--- src/rtl/seg_xlate_pkg.sv ---
package seg_xlate_pkg;

  localparam int RIGHTS_W    = 3;
  localparam int RIGHT_READ  = 0;
  localparam int RIGHT_WRITE = 1;
  localparam int RIGHT_EXEC  = 2;

  typedef enum logic [1:0] {
    ACC_READ  = 2'd0,
    ACC_WRITE = 2'd1,
    ACC_FETCH = 2'd2,
    ACC_RSVD  = 2'd3
  } accType_t;

  typedef enum logic {
    CAUSE_BOUND  = 1'b0,
    CAUSE_RIGHTS = 1'b1
  } faultCause_t;

  typedef struct packed {
    logic                tblWr;
    logic                capture;
    logic [RIGHTS_W-1:0] needMask;
    logic                badType;
  } xlateStrobes_t;

endpackage

--- src/rtl/seg_xlate_ctrl.sv ---
module seg_xlate_ctrl
  import seg_xlate_pkg::*;
(
  input  logic          clk,
  input  logic          rstN,
  input  logic          wrEn,
  input  logic          lkValid,
  input  logic [1:0]    lkType,
  output xlateStrobes_t strobes
);

  logic [RIGHTS_W-1:0] maskDec;
  logic                rsvdType;

  always_comb begin
    maskDec  = '0;
    rsvdType = 1'b0;
    case (accType_t'(lkType))
      ACC_READ:  maskDec[RIGHT_READ]  = 1'b1;
      ACC_WRITE: maskDec[RIGHT_WRITE] = 1'b1;
      ACC_FETCH: maskDec[RIGHT_EXEC]  = 1'b1;
      default:   rsvdType = 1'b1;
    endcase
  end

  always_comb begin
    strobes.tblWr    = wrEn;
    strobes.capture  = lkValid;
    strobes.needMask = maskDec;
    strobes.badType  = rsvdType;
  end

  AST_MASK_EXCLUSIVE: assert property (@(posedge clk) disable iff (!rstN)
    strobes.capture |-> ($onehot(strobes.needMask) != strobes.badType));

  AST_RSVD_NO_MASK: assert property (@(posedge clk) disable iff (!rstN)
    (strobes.capture && lkType == 2'd3) |-> (strobes.needMask == '0));

endmodule

--- src/rtl/seg_xlate_dp.sv ---
module seg_xlate_dp
  import seg_xlate_pkg::*;
#(
  parameter int SEL_W  = 3,
  parameter int BASE_W = 32,
  parameter int OFF_W  = 20
) (
  input  logic                clk,
  input  logic                rstN,
  input  xlateStrobes_t       strobes,
  input  logic [SEL_W-1:0]    wrSel,
  input  logic [BASE_W-1:0]   wrBase,
  input  logic [OFF_W-1:0]    wrBound,
  input  logic [RIGHTS_W-1:0] wrRights,
  input  logic [SEL_W-1:0]    lkSel,
  input  logic [OFF_W-1:0]    lkOffset,
  output logic                rspValid,
  output logic                rspFault,
  output logic                rspCause,
  output logic [BASE_W-1:0]   rspAddr
);

  localparam int ENTRIES = 1 << SEL_W;

  typedef struct packed {
    logic [BASE_W-1:0]   segStart;
    logic [OFF_W-1:0]    segLimit;
    logic [RIGHTS_W-1:0] segRights;
  } desc_t;

  desc_t descTbl [ENTRIES];
  desc_t selDesc;

  logic              overBound;
  logic              rightsDenied;
  logic              anyFault;
  logic [BASE_W-1:0] sumAddr;

  // Table: reads see the contents before this edge's write
  always_ff @(posedge clk or negedge rstN) begin
    if (!rstN) begin
      for (int e = 0; e < ENTRIES; e++) descTbl[e] <= '0;
    end else if (strobes.tblWr) begin
      descTbl[wrSel] <= '{segStart: wrBase, segLimit: wrBound, segRights: wrRights};
    end
  end

  assign selDesc      = descTbl[lkSel];
  assign overBound    = lkOffset > selDesc.segLimit;
  assign rightsDenied = strobes.badType || ((strobes.needMask & selDesc.segRights) == '0);
  assign anyFault     = overBound || rightsDenied;
  assign sumAddr      = selDesc.segStart + BASE_W'(lkOffset);

  always_ff @(posedge clk or negedge rstN) begin
    if (!rstN) begin
      rspValid <= 1'b0;
      rspFault <= 1'b0;
      rspCause <= 1'b0;
      rspAddr  <= '0;
    end else begin
      rspValid <= strobes.capture;
      if (strobes.capture) begin
        rspFault <= anyFault;
        rspCause <= overBound ? CAUSE_BOUND : (rightsDenied ? CAUSE_RIGHTS : 1'b0);
        rspAddr  <= anyFault ? '0 : sumAddr;
      end else begin
        rspFault <= 1'b0;
        rspCause <= 1'b0;
        rspAddr  <= '0;
      end
    end
  end

  AST_VALID_LATENCY: assert property (@(posedge clk) disable iff (!rstN)
    $past(rstN) |-> (rspValid == $past(strobes.capture)));

  AST_BOUND_FAULT: assert property (@(posedge clk) disable iff (!rstN)
    ($past(rstN) && $past(strobes.capture) && $past(overBound)) |-> (rspFault && rspCause == CAUSE_BOUND));

  AST_LIMIT_INCLUSIVE: assert property (@(posedge clk) disable iff (!rstN)
    ($past(rstN) && $past(strobes.capture) && $past(lkOffset == selDesc.segLimit))
      |-> !(rspFault && rspCause == CAUSE_BOUND));

  AST_FAULT_NO_ADDR: assert property (@(posedge clk) disable iff (!rstN)
    rspFault |-> (rspValid && rspAddr == '0));

  AST_IDLE_QUIET: assert property (@(posedge clk) disable iff (!rstN)
    !rspValid |-> (!rspFault && rspCause == 1'b0));

endmodule

--- src/rtl/seg_xlate_unit.sv ---
module seg_xlate_unit
  import seg_xlate_pkg::*;
#(
  parameter int SEL_W  = 3,
  parameter int BASE_W = 32,
  parameter int OFF_W  = 20
) (
  input  logic                clk,
  input  logic                rstN,
  input  logic                wrEn,
  input  logic [SEL_W-1:0]    wrSel,
  input  logic [BASE_W-1:0]   wrBase,
  input  logic [OFF_W-1:0]    wrBound,
  input  logic [RIGHTS_W-1:0] wrRights,
  input  logic                lkValid,
  input  logic [SEL_W-1:0]    lkSel,
  input  logic [OFF_W-1:0]    lkOffset,
  input  logic [1:0]          lkType,
  output logic                rspValid,
  output logic                rspFault,
  output logic                rspCause,
  output logic [BASE_W-1:0]   rspAddr
);

  xlateStrobes_t strobes;

  seg_xlate_ctrl u_ctrl (
    .clk     (clk),
    .rstN    (rstN),
    .wrEn    (wrEn),
    .lkValid (lkValid),
    .lkType  (lkType),
    .strobes (strobes)
  );

  seg_xlate_dp #(
    .SEL_W  (SEL_W),
    .BASE_W (BASE_W),
    .OFF_W  (OFF_W)
  ) u_dp (
    .clk      (clk),
    .rstN     (rstN),
    .strobes  (strobes),
    .wrSel    (wrSel),
    .wrBase   (wrBase),
    .wrBound  (wrBound),
    .wrRights (wrRights),
    .lkSel    (lkSel),
    .lkOffset (lkOffset),
    .rspValid (rspValid),
    .rspFault (rspFault),
    .rspCause (rspCause),
    .rspAddr  (rspAddr)
  );

endmodule

--- config.mk ---
export PLATFORM = sky130hd
export DESIGN_NAME = seg_xlate_unit
export DESIGN_NICKNAME = d
export VERILOG_FILES = /design/src/rtl/seg_xlate_pkg.sv /design/src/rtl/seg_xlate_ctrl.sv /design/src/rtl/seg_xlate_dp.sv /design/src/rtl/seg_xlate_unit.sv
export SDC_FILE = /design/constraint.sdc
export NUM_CORES = 1
export LEC_CHECK = 0
export ABC_AREA = 0
export BUFFER_PORTS_ARGS = -buffer_cell sky130_fd_sc_hd__buf_2
export CAP_MARGIN = 30
export CORE_MARGIN = 10
export CORE_UTILIZATION = 41
export DETAILED_ROUTE_END_ITERATION = 6
export PLACE_DENSITY = 0.64
export SLEW_MARGIN = 5
export SYNTH_ARGS = -nofsm -noshare
export SYNTH_HDL_FRONTEND = slang
export SYNTH_SLANG_ARGS = --single-unit
--- constraint.sdc ---
create_clock -name clk -period 6.4 [get_ports clk]
set_input_delay 1.92 -clock clk [delete_from_list [all_inputs] [get_ports clk]]
set_output_delay 1.92 -clock clk [all_outputs]
set_load 0.02 [all_outputs]
==> results.md, run 1 <==
Clock tree:
- For the worst-skew pair, the clock arrives at the later sink with an insertion delay of 0.59 ns.
- The H-tree depth is 2.
- Counting along the longest clock path gives a buffer depth of 3.
- The root buffer cell is clkbuf_16.
- The number of buffers inserted by hold repair at cts is 0.
- The number of sinks handled by clock tree synthesis is approximately 480.
- The TritonCTS buffer count is 50.
- In this run, post-CTS repair resized a total of 0 instances.
- The CTS tree is built.
- The clock-pin slew on the worst setup and hold paths is 0.06 ns.
- The number of setup buffers added after CTS is 0.

Timing:
- The transition time of the tightest slew-check pin is between 0.9 and 1 ns.
- Across the routed clock network, the largest skew measured is roughly 0.02 ns.
- Setup repair after global routing left no endpoint under its margin.
- Timing would allow up to roughly 190 MHz.
- Setup violations remaining at the end of the flow were counted as 0.
- The count of endpoints failing hold in the final timing report came to 0.
- The count of final max-slew check failures is 0.
- The post-route setup TNS is 0 ns.
- The post-route minimum period is a little over 5 ns.
- The ratio of final minimum period to clock period is around 80%.
- The worst-case headroom to the max-slew limit is about two fifths.

Run status:
- The flow ran to the end, and the final reports show no timing, DRC or antenna violations.

Yosys:
- The total number of yosys warnings is 0.
- Averaged over all synthesized cells, the footprint is 15.4 µm².
- The share of the yosys chip area belonging to registers is roughly 53%.
- Measured against the total synthesized area, the mux share comes to 36.5%.
- The fraction of the mapped netlist area in adder cells is 2.34%.
- The register bit total from synthesis is between 400 and 500.
- In the synthesized netlist the dominant register cell turns out to be dfrtp_1.
- After synthesis, the largest family of logic cells by area is multiplexers.
- The number of nets handed over by synthesis was around 1600.
- The post-synthesis instance area is about 22000 µm².
- The number of enable-type register cells in the synthesized netlist is 0.
- For this run, asynchronously set or reset flops after synthesis account for 100%.
- Of the total synthesized cell area, the portion taken by XOR and XNOR cells is less than 1%.
- The synthesized netlist devotes 2.85% of its cell area to simple gates.
- Counting every instance in the synthesized netlist gives 1442.
- The fraction of the mapped netlist area in compound gates is about 2.5%.
- Counting distinct cell types in the post-synthesis netlist gives 53.

Layout:
- Once layout is done, the placed cells without fillers occupy between 20000 and 30000 µm².
- The post-layout net count is roughly 1700.
- From synthesis to final layout, the design area changed by 14.5%.
- The fraction of layout cells with a size suffix above 1 is between 50% and 60%.

GRT:
- For this run, the total global-route usage over all layers was measured as around 17%.
- The pin count of the biggest net entering global routing is 120.
- After global routing the overflow that remains totals 0.
- The number of global-route vias before repair is between 10000 and 15000.
- The initial antenna violation count is 10.
- The first global-routing pass estimated about 85000 µm of wire.

Worst setup path:
- For the worst flop-to-flop path, the logic depth is 11.
- The type of the worst setup path is input pin to register.
- The required time of the critical path is roughly 7 ns.
- Along the worst path, the maximum fanout reaches 22.
- The worst setup path is captured at a register.
- STA classifies the critical path startpoint as an input pin.
- For the worst setup path, the data arrival time is 5.61 ns.

Routing:
- The remaining antenna violation count is 0.
- The detailed router placed roughly 13000 vias in this run.
- The remaining design rule violation count is 0.
- For this run, the detailed router's first-pass iteration total came to 5.
- Using the TritonRoute via totals, the vias-per-cell ratio works out to roughly 5.7.
- After detailed routing, the average wire length per cell comes to approximately 24 µm.
- The violation count after the first detailed-routing iteration is ~840.
- The wire length after detailed routing is ~55000 µm.

Floorplan:
- The die is 253 µm wide.
- The floorplan step defined a core boundary enclosing around 54000 µm².
- The number of I/O pins is 122.
- The die covers 64000 µm².
- Once the floorplan was initialized, standard cells occupied 41.3% of the core.
- The die span in y is about 250 µm.
- In this run the core area contains 85 standard-cell rows.

Placement:
- The last weighted congestion value of the routability-driven placer is 0.848.
- The count of port buffers added during placement is around 120.
- The instance area at placement is about 24000 µm².
- After legalization and detailed placement, the total HPWL measured between 30000 and 40000 µm.

Worst hold path:
- The type of the tightest min-delay check is register to register.
- Along the worst hold path, the cell count comes to 1.

Power and ir drop:
- In this run the power density over the cells is about 340 nW/µm².
- The static leakage is approximately 0.011 µW.
- The maximum vdd ir drop is about 0.19 mV.

Job:
- The tool flagged a number of max-cap violations equal to 0.
-- cell families (layout without fill, tap and decap cells) --
| family | count (synthesis) | in the layout |
|---|---|---|
| adder cells (fa/ha/maj) | 41 | 41 |
| AO/OA/AOI/OAI | 85 | 85 |
| flip-flops | 475 | 475 |
| XOR/XNOR | 15 | 15 |
| multiplexers | 611 | 611 |
| AND/OR/NAND/NOR | 122 | 122 |
| buffers and inverters | 93 | 259 |
| other | 0 | 3 |
-- power by group --
part | internal [µW] | switching (µW) | leakage (µW)
Clock | 1630 | 1190 | 0.000767
Combinational | 1050 | 817 | 0.00452
Sequential | 3640 | 302 | 0.00576
Total | 6320 | 2310 | 0.0110
-- layout by cell type, fill, tap and decap left out, types with 14 or more instances in the layout --
cell type	instances
dfrtp_1	475
mux2_2	467
buf_2	117
mux4_2	101
clkbuf_16	51
nor2_1	41
ha_1	40
mux2i_1	33
a21oi_1	29
buf_4	26
o21ai_0	16
nand2_1	16
clkbuf_1	16
nor3_1	14
-- path summary, 6_finish.rpt --
| kind | end | from | slack [ns] |
|---|---|---|---|
| setup / recovery | u_dp.rspAddr[26]$_DFF_PN0_ | lkSel[0] | 1.26 |
| hold / removal | u_dp.descTbl[318]$_DFFE_PN0P_ | u_dp.descTbl[318]$_DFFE_PN0P_ | 0.50 |
| setup reg to reg | u_dp.rspAddr[24]$_DFF_PN0_ | u_dp.descTbl[20]$_DFFE_PN0P_ | 2.71 |
| hold reg to reg | u_dp.descTbl[318]$_DFFE_PN0P_ | u_dp.descTbl[318]$_DFFE_PN0P_ | 0.50 |
| max in group asynchronous | u_dp.rspAddr[18]$_DFF_PN0_ | rstN | 3.84 |
| min in group asynchronous | u_dp.descTbl[231]$_DFFE_PN0P_ | rstN | 1.41 |
-- stage by stage --
step           worst slack, ns  power (µW)  hold slack (ns)  utilization (%)  std cells
6_report                  1.26        8630            0.498             47.3       2307
5_1_grt                   1.01        9070            0.508             47.3       2306
4_1_cts                   1.29        8710            0.499             47.3       2304
3_5_place_dp             0.646        5860            0.485             44.4       2215
3_3_place_gp             0.661        5770            0.479             44.1       2210
2_1_floorplan            0.596        5290            0.470                -       1442
-- cell type report --
| cell class | instances | area (µm²) |
|---|---|---|
| fill | 4697 | 28400 |
| tap | 696 | 871 |
| sequential | 475 | 11900 |
| inverter | 12 | 45.0 |
| multi-input combinational | 874 | 9980 |
| timing repair buffer | 158 | 1090 |
| clock buffer | 74 | 1430 |
| clock inverter | 15 | 144 |
| antenna | 3 | 7.51 |
-- cell usage after synthesis, drive strengths merged (12+ instances only) --
library cell  number  share of area [%]
dfrtp            475                 53
mux2             468                 24
mux4             110                 11
clkbuf            55               0.93
nor2              41               0.69
ha                40                2.3
mux2i             33                1.5
a21oi             29               0.65
buf               26               0.64
nor3              17               0.41
nand2             16               0.27
o21ai             16               0.36
inv               12               0.20
-- critical path: stages --
cell,delay (ns)
buf_6,0.24
buf_12,0.25
mux4_2,0.52
mux2_2,0.27
ha_1,0.39
and3_1,0.24
nand2_1,0.07
a21oi_1,0.22
o21a_1,0.19
o2111ai_1,0.35
a2111oi_0,0.53
mux2_2,0.39
-- flip-flops by register name (all words and copies together), names as in the netlist --
signal         flops
u_dp.rspValid      1
u_dp.rspCause      1
u_dp.descTbl     440
u_dp.rspFault      1
u_dp.rspAddr      32
-- metal layers --
layer	vias to the layer above	part of all wire, %	routed length [µm]	global-route usage, %
met4	8	2.3	1300	5.40
met3	82	4.8	2640	3.31
met2	243	48	26800	28.2
li1	5677	-	-	-
met1	7059	44	24600	23.2
met5	-	0.087	48	0
No activity file was read; power rests on OpenSTA's default activity.
==> run 2: changes to the inputs <==
--- a/config.mk
+++ b/config.mk
@@ -5,7 +5,7 @@
 export SDC_FILE = /design/constraint.sdc
 export NUM_CORES = 1
 export LEC_CHECK = 0
-export ABC_AREA = 0
+export ABC_AREA = 1
 export BUFFER_PORTS_ARGS = -buffer_cell sky130_fd_sc_hd__buf_2
 export CAP_MARGIN = 30
 export CORE_MARGIN = 10
==> constraint.sdc (replaced) <==
create_clock -name clk -period 5.2 [get_ports clk]
set_input_delay 1.56 -clock clk [delete_from_list [all_inputs] [get_ports clk]]
set_output_delay 1.56 -clock clk [all_outputs]
set_load 0.02 [all_outputs]
==> run 2 against run 1 <==
Compared with the run above: critical path type unchanged; worst setup slack got worse by 0.24 ns; cell count up 56%; critical path depth rose by 5; clock power rose by 33%.
==> results.md, run 2 <==
Clock tree:
- The clock latency of the later-clocked register in the worst-skew pair is 0.59 ns (about the same).
- The total of cells resized after clock tree synthesis is 0 (unchanged).
- The number of buffers inserted by hold repair at cts is 0 (unchanged).
- The clock-pin slew on the worst setup and hold paths is 0.06 ns (about the same).
- The H-tree depth is 2 (unchanged).
- The count of buffers added by post-CTS timing repair for setup was 0 (unchanged).
- The TritonCTS buffer count came to 51 (+2.0%).
- Clock tree synthesis selected as its root buffer the cell clkbuf_16.
- The deepest clock path buffer count is 3 (unchanged).
- The number of sinks handled by clock tree synthesis is 475 (unchanged).
- TritonCTS built the clock tree.

GRT:
- The remaining global-route overflow is 0 (unchanged).
- The number of global-route vias before repair is 18500 (+33%).
- The total track usage is 20.0% (+2.6 points).
- The global-route wire length before repair is 103000 µm (+21%).
- The pin count of the biggest net entering global routing is 134 (+12%).
- The initial antenna violation count came to 0 (-10).

Worst setup path:
- The number of cells on the critical path came to 17 (+5).
- The biggest cell delay along the critical path is 0.39 ns (-0.14 ns).
- The critical path launch point type is an input pin.
- On the critical path the largest part of the delay comes from simple AND/OR/NAND/NOR gates.
- The cell type with the highest occurrence count on the critical path is nand2_1.
- The worst setup path is of the input pin to register kind.
- The arrival time at the worst endpoint is 4.69 ns (-0.92 ns).
- The depth of the worst register-to-register path came to 17 (+6).
- The required time of the critical path is 5.72 ns (-1.15 ns).
- The worst setup path is captured at a register.
- On the critical path, the stage with the largest delay is an instance of inv_6.
- The worst path buffer plus inverter count is 4 (+2).
- The maximum fanout count along the critical path was 60 (+170%).
- The critical path goes through buf_6, inv_6, buf_4, o21ai_0, o221ai_1, o21ai_1, ha_1, nand2_1, nor2_1, nand2_1, nor2_1, nand4_1, nand2_1, nand2_1, nor2_4, inv_2, nor2_1.

Job:
- The number of max-cap violations is 0 (unchanged).

Yosys:
- The mean area per synthesized cell came to 8.05 µm² (-48%).
- The number of instances in the synthesized netlist is 2815 (+95%).
- The register bit total from synthesis is 475 (unchanged).
- The share of synthesized flip-flops with an asynchronous set or reset is 100% (unchanged).
- The number of enable-type register cells in the synthesized netlist is 0 (unchanged).
- The number of library cell types mapped by synthesis is 35 (-34%).
- The library cell with the largest summed area after synthesis is dfrtp_1.
- By count the netlist is led by nand2_1, o21ai_0, dfrtp_1.
- In the synthesized netlist the dominant register cell turns out to be dfrtp_1.
- The share of Yosys cell area claimed by the top area cell type is 52.4% (-1.0 points).
- The post-synthesis instance area was 22700 µm² (+1.9%).
- The total number of yosys warnings is 0 (unchanged).
- The dominant cell by count in the synthesized netlist is nand2_1.
- Yosys attributes the largest share of cell area to dfrtp_1, o21ai_0, nand2_1, nor2_1, inv_1.
- The synthesized netlist net count is 2943 (+87%).
- The share of the yosys chip area belonging to registers came to 52.4% (-1.0 points).

Timing:
- The upper clock frequency limit is approximately 240 MHz.
- The clock skew after layout is 0.0239 ns (+0.00402 ns).
- The count of endpoints failing hold in the final timing report is 0 (unchanged).
- The post-route setup TNS is 0 ns (unchanged).
- The count of final max-slew check failures is 0 (unchanged).
- The worst-case headroom to the max-slew limit is 37.6% (-2.3 points).
- The final-report setup violation count is 0 (unchanged).
- The transition time of the tightest slew-check pin is 0.936 ns (+0.0349 ns).
- Setup repair after global routing left no endpoint under its margin.
- Counting I/O delays and the setup requirement, the final critical path takes ~4.2 ns.
- The ratio of final minimum period to clock period is between 80 and 90%.

Layout:
- The post-layout net count was 2974 (+75%).
- The post-route standard cell area excluding fillers came to 25600 µm² (+0.54%).
- The library cell used most frequently in the layout, excluding fill and tap cells, is nand2_1.
- The number of flip-flops under the largest register name came to 440 (unchanged).
- The fraction of layout cells with a size suffix above 1 is 9.57% (-41 points).
- In the layout the commonest cells are nand2_1, o21ai_0, dfrtp_1.
- The register bank with the most flops is u_dp.descTbl.
- The diode insertion count for antenna repair is 0 (-3).
- The layout overhead on the synthesized area is 12.9%.
- In the final layout, the registers with the most flip-flops are u_dp.descTbl: 440 flops, u_dp.rspAddr: 32 flops.

Routing:
- The average wire per cell in the routed design is 18.2 µm (-24%).
- The violation count after the first detailed-routing iteration is 2014 (+140%).
- The number of vias per cell is 5.37 (-5.2%).
- The remaining antenna violation count is 0 (unchanged).
- The number of detailed-route iterations in the first pass was 5 (unchanged).
- The wire length after detailed routing came to 65200 µm (+18%).
- The remaining design rule violation count was 0 (unchanged).
- The number of vias in the routed layout is 19300 (+48%).

Placement:
- The instance area at placement is 23900 µm² (about the same).
- The last weighted congestion value of the routability-driven placer is 0.894 (+5.4%).
- The placed wire-length estimate is 41100 µm (+13%).
- The count of port buffers added during placement is 121 (unchanged).

Floorplan:
- The effective utilization at floorplan is 41.3% (about the same).
- The floorplan row count is 86 (+1.2%).
- The number of I/O pins came to 122 (unchanged).
- The horizontal extent of the die was 255 µm (+0.89%).
- The die area is 65100 µm² (+1.8%).
- The die span in y is 255 µm (+0.89%).
- The floorplan core area was 54900 µm² (+2.0%).

Run status:
- The run finished with clean final reports.

Power and ir drop:
- The net switching power is 2990 µW (+29%).
- The net switching share of the total power is 29.1% (+2.3 points).
- The clock share of power is 36.5% (+3.8 points).
- The combinational share of power came to 17.8% (-3.8 points).
- The internal cell power is 7280 µW (+15%).
- The register share of total power came to 45.7% (about the same).
- The areal power density over the cells is 402 nW/µm² (+18%).
- The maximum vdd ir drop was 0.248 mV (+32%).
- The static leakage is 0.0125 µW (+13%).

Worst hold path:
- In this run the worst hold path is classified as register to register.
- The count of cells along the worst hold path is 2 (+1).
## run 2: cell families after synthesis
family / synth area share, %
and+or+nand+nor: 19.7
buffers and inverters: 7.05
DFF: 52.4
xor gates and xnor gates: 0.734
AOI/OAI and AO/OA: 17.8
adders and majority gates: 2.30
## run 2: through the flow
stage / utilization (%) / total power, µW / std cells / hold slack [ns] / setup WS, ns
detailed placement: 43.5 / 6570 / 3497 / 0.467 / 0.440
CTS: 46.6 / 10300 / 3589 / 0.482 / 1.07
floorplan: - / 5950 / 2815 / 0.448 / 0.962
global placement: 43.5 / 6490 / 3497 / 0.460 / 0.486
global route: 46.6 / 10900 / 3589 / 0.497 / 0.730
finish: 46.6 / 10300 / 3589 / 0.479 / 1.02
## run 2: path summary, 6_finish.rpt
kind                            slack [ns]                            end                     startpoint
worst max-delay path                  1.02     u_dp.rspAddr[19]$_DFF_PN0_                       lkSel[0]
worst min-delay path                  0.48  u_dp.descTbl[117]$_DFFE_PN0P_  u_dp.descTbl[117]$_DFFE_PN0P_
worst max register to register        2.26     u_dp.rspAddr[19]$_DFF_PN0_  u_dp.descTbl[283]$_DFFE_PN0P_
worst min register to register        0.48  u_dp.descTbl[117]$_DFFE_PN0P_  u_dp.descTbl[117]$_DFFE_PN0P_
max in group asynchronous             3.11  u_dp.descTbl[154]$_DFFE_PN0P_                           rstN
min in group asynchronous             0.95  u_dp.descTbl[189]$_DFFE_PN0P_                           rstN
## run 2: per-layer routing
layer  global-route usage [%]  routed length [µm]  up-vias
li1                         -                   -     9265
met4                     5.24                1340        0
met2                     31.6               29500      627
met5                        0                   0        -
met1                     28.0               30000     9291
met3                     3.57                4350       99
## run 2: worst register-to-register path: stages (launching register included)
cell,delay [ns]
dfrtp_1,0.38
o21ai_0,0.15
o22ai_1,0.10
o21ai_0,0.38
ha_1,0.35
nand2_1,0.09
nand2_1,0.05
nand2_1,0.06
nand2_1,0.05
nand2_1,0.05
nand2_1,0.08
nand2_1,0.07
nand3_1,0.06
nand2_1,0.18
nand2_1,0.16
nor2_4,0.27
inv_2,0.22
nor2_1,0.17
## run 2: layout make-up
type                       count  area [µm²]
sequential                   475       11900
multi-input combinational   1953        9250
fill                        5323       29300
tap                          704         881
clock inverter                18         225
clock buffer                  74        1510
timing repair buffer         159        1060
inverter                     206         778
## run 2: power groups by stage
stage	Sequential (µW)	Combinational (µW)	Clock, µW
6_report	4700	1830	3760
5_1_grt	4770	2120	3980
4_1_cts	4690	1830	3830
3_5_place_dp	4750	1820	0
3_3_place_gp	4720	1770	0
2_1_floorplan	4680	1270	0
==> run 3: changes to the inputs <==
--- a/config.mk
+++ b/config.mk
@@ -5,13 +5,13 @@
 export SDC_FILE = /design/constraint.sdc
 export NUM_CORES = 1
 export LEC_CHECK = 0
-export ABC_AREA = 1
+export ABC_AREA = 0
 export BUFFER_PORTS_ARGS = -buffer_cell sky130_fd_sc_hd__buf_2
 export CAP_MARGIN = 30
 export CORE_MARGIN = 10
 export CORE_UTILIZATION = 41
 export DETAILED_ROUTE_END_ITERATION = 6
-export PLACE_DENSITY = 0.64
+export PLACE_DENSITY = 0.66
 export SLEW_MARGIN = 5
 export SYNTH_ARGS = -nofsm -noshare
 export SYNTH_HDL_FRONTEND = slang
==> constraint.sdc (replaced) <==
create_clock -name clk -period 3.8 [get_ports clk]
set_input_delay 1.14 -clock clk [delete_from_list [all_inputs] [get_ports clk]]
set_output_delay 1.14 -clock clk [all_outputs]
set_load 0.02 [all_outputs]
==> run 3 against run 2 <==
Compared with the run above: clock power up 33%; routed wire length down 13%; clock skew down 0.0068 ns; first-iteration DRC count down 65%; die area down 1.8%; global-route usage down 2.7 points; clock-buffer cell count up 3; utilization up 3.4 points; final area up 5.3%; largest power group unchanged; highest routed layer is now met5.
==> results.md, run 3 (synthesized netlist as in run 1, its figures left out) <==
Layout:
- The top cell types in the final layout, fill and taps aside, are dfrtp_1, mux2_2, buf_4.
- The number of flip-flops under the largest register name is 440 (unchanged).
- The largest registers in the layout are u_dp.descTbl: 440 flops, u_dp.rspAddr: 32 flops.
- The final-layout fill cell count was 4527 (-15%).
- The most common cell after layout, fill and taps aside is dfrtp_1.
- The register bank with the most flops is u_dp.descTbl.
- The post-route standard cell area excluding fillers is 26900 µm² (+5.3%).
- The area growth from synthesis to layout is 21.1%.
- The post-layout net count is 1816 (-39%).
- The fraction of layout cells with a size suffix above 1 is 56.4% (+47 points).
- The utilization of the core after routing is 50.1% (+3.4 points).
- The count of non-filler cells in the finished layout came to 2426 (-32%).

Routing:
- The remaining design rule violation count is 0 (unchanged).
- The violation count after the first detailed-routing iteration is 714 (-65%).
- The average wire per cell in the routed design came to 23.3 µm (+28%).
- The wire length after detailed routing was 56400 µm (-13%).
- The number of vias per cell is 5.55 (+3.2%).
- The remaining antenna violation count is 0 (unchanged).
- The number of detailed-route iterations in the first pass is 5 (unchanged).
- The number of vias in the routed layout came to 13500 (-30%).

Clock tree:
- The deepest clock path buffer count is 3 (unchanged).
- The root buffer cell is clkbuf_16.
- The clock latency of the later-clocked register in the worst-skew pair is 0.60 ns (about the same).
- The number of buffers inserted by hold repair at cts is 0 (unchanged).
- The CTS tree is built.
- The TritonCTS buffer count is 52 (+2.0%).
- The clock-pin slew on the worst setup and hold paths is 0.06 ns (about the same).
- The H-tree depth is 2 (unchanged).
- The number of sinks handled by clock tree synthesis is 475 (unchanged).

Timing:
- For the finished layout, the period the worst path requires is 3.71 ns.
- The upper clock frequency limit is around 270 MHz.
- The count of endpoints failing hold in the final timing report is 0 (unchanged).
- The transition time of the tightest slew-check pin was 0.568 ns (-0.368 ns).
- The ratio of final minimum period to clock period is a little over nine tenths.
- The clock skew after layout is 0.0171 ns (-0.00678 ns).
- The count of final max-slew check failures is 0 (unchanged).
- The final-report setup violation count is 0 (unchanged).
- The post-route setup TNS is 0 ns (unchanged).
- The worst-case headroom to the max-slew limit is 62.1% (+25 points).
- The least setup slack across all paths after layout is 0.0899 ns (-0.930 ns).

Floorplan:
- The effective utilization at floorplan came to 41.3% (about the same).
- The horizontal extent of the die is 253 µm (-0.88%).
- The floorplan row count is 85 (-1.2%).
- The floorplan core area is 53800 µm² (-1.9%).
- The die area is 64000 µm² (-1.8%).
- The die span in y is 253 µm (-0.88%).
- The number of I/O pins was 122 (unchanged).

Placement:
- The last weighted congestion value of the routability-driven placer is 0.828 (-7.3%).
- The count of port buffers added during placement is 121 (unchanged).
- The instance count after placement with tap cells included is 2314 (-34%).
- The worst setup slack before clock tree synthesis is -0.677 ns (-1.12 ns).
- The placed wire-length estimate is 35600 µm (-13%).
- The instance area at placement was 24900 µm² (+4.2%).

GRT:
- The initial antenna violation count is 10 (+10).
- The pin count of the biggest net entering global routing is 77 (-43%).
- The total track usage is 17.4% (-2.7 points).
- The number of global-route vias before repair is 14200 (-23%).
- The global-route wire length before repair came to 85400 µm (-17%).
- The remaining global-route overflow came to 0 (unchanged).

Worst setup path:
- The setup path with the least slack is of type input pin to register.
- The arrival time at the worst endpoint is 4.23 ns (-0.46 ns).
- The slack of the worst reg-to-reg path is 0.57 ns (-1.69 ns).
- The maximum fanout count along the critical path was 8 (-87%).
- The required time of the critical path is 4.32 ns (-1.40 ns).
- The worst setup path is captured at a register.
- The worst setup path is launched from an input pin.

Run status:
- The flow ran to the end, and the final reports show no timing, DRC or antenna violations.

Power and ir drop:
- The static leakage is 0.0118 µW (-5.7%).
- The areal power density over the cells is 569 nW/µm² (+42%).
- The maximum vdd ir drop is 0.307 mV (+24%).

Job:
- The number of max-cap violations came to 0 (unchanged).

Worst hold path:
- The tightest min-delay check is of the register to register type.
run 3: report_power, final:
| part | internal, µW | switching, µW | leakage (µW) |
|---|---|---|---|
| Combinational | 2130 | 1540 | 0.00517 |
| Clock | 2970 | 2040 | 0.000865 |
| Sequential | 6130 | 514 | 0.00576 |
| Total | 11200 | 4100 | 0.0118 |
run 3: layout make-up:
class | count | area, µm² | area share (%)
Clock buffer | 77 | 1600 | 5.93
Tap cell | 696 | 871 | 3.23
Inverter | 12 | 45.0 | 0.167
Multi-Input combinational cell | 874 | 10300 | 38.1
Timing Repair Buffer | 273 | 2140 | 7.93
Sequential cell | 475 | 11900 | 44.1
Clock inverter | 18 | 131 | 0.488
Antenna cell | 1 | 2.50 | 0.00929
run 3: worst paths after layout:
check	from	cells after the start	to
worst max-delay path	lkSel[0]	14	u_dp.rspAddr[19]$_DFF_PN0_
worst min-delay path	u_dp.descTbl[377]$_DFFE_PN0P_	1	u_dp.descTbl[377]$_DFFE_PN0P_
worst max register to register	u_dp.descTbl[193]$_DFFE_PN0P_	10	u_dp.rspAddr[26]$_DFF_PN0_
worst min register to register	u_dp.descTbl[377]$_DFFE_PN0P_	1	u_dp.descTbl[377]$_DFFE_PN0P_
max in group asynchronous	rstN	2	u_dp.descTbl[198]$_DFFE_PN0P_
min in group asynchronous	rstN	1	u_dp.descTbl[235]$_DFFE_PN0P_
run 3: metrics by stage:
| stage | power [µW] | hold WS, ns |
|---|---|---|
| finish | 15300 | 0.498 |
| global route | 16100 | 0.508 |
| global placement | 10100 | 0.480 |
| CTS | 15400 | 0.500 |
| floorplan | 9010 | 0.470 |
| detailed placement | 10300 | 0.487 |
run 3: per-layer routing:
layer	track usage (%)	part of all wire, %	wire (µm)	vias to the layer above
met5	0	0.18	100	-
met4	4.11	1.8	1030	16
met3	3.37	4.5	2560	82
met2	28.1	48	26800	247
met1	23.7	46	25900	7169
li1	-	-	-	5942
run 3: repair_timing:
item	4_1_cts	5_1_grt
gates cloned	0	4
pin swaps	3	11
hold endpoints to repair	0	0
buffers inserted	1	11
endpoints found under the setup margin	5	30
gates resized for setup	5	24
run 3: critical path, stage by stage:
cell	delay, ns
buf_16	0.13
buf_12	0.16
buf_8	0.14
buf_4	0.12
mux4_2	0.49
mux2i_2	0.22
ha_1	0.28
o21ai_0	0.17
o21ai_1	0.10
a221oi_2	0.29
o31ai_1	0.13
a211o_4	0.36
or3_1	0.37
a21oi_1	0.11
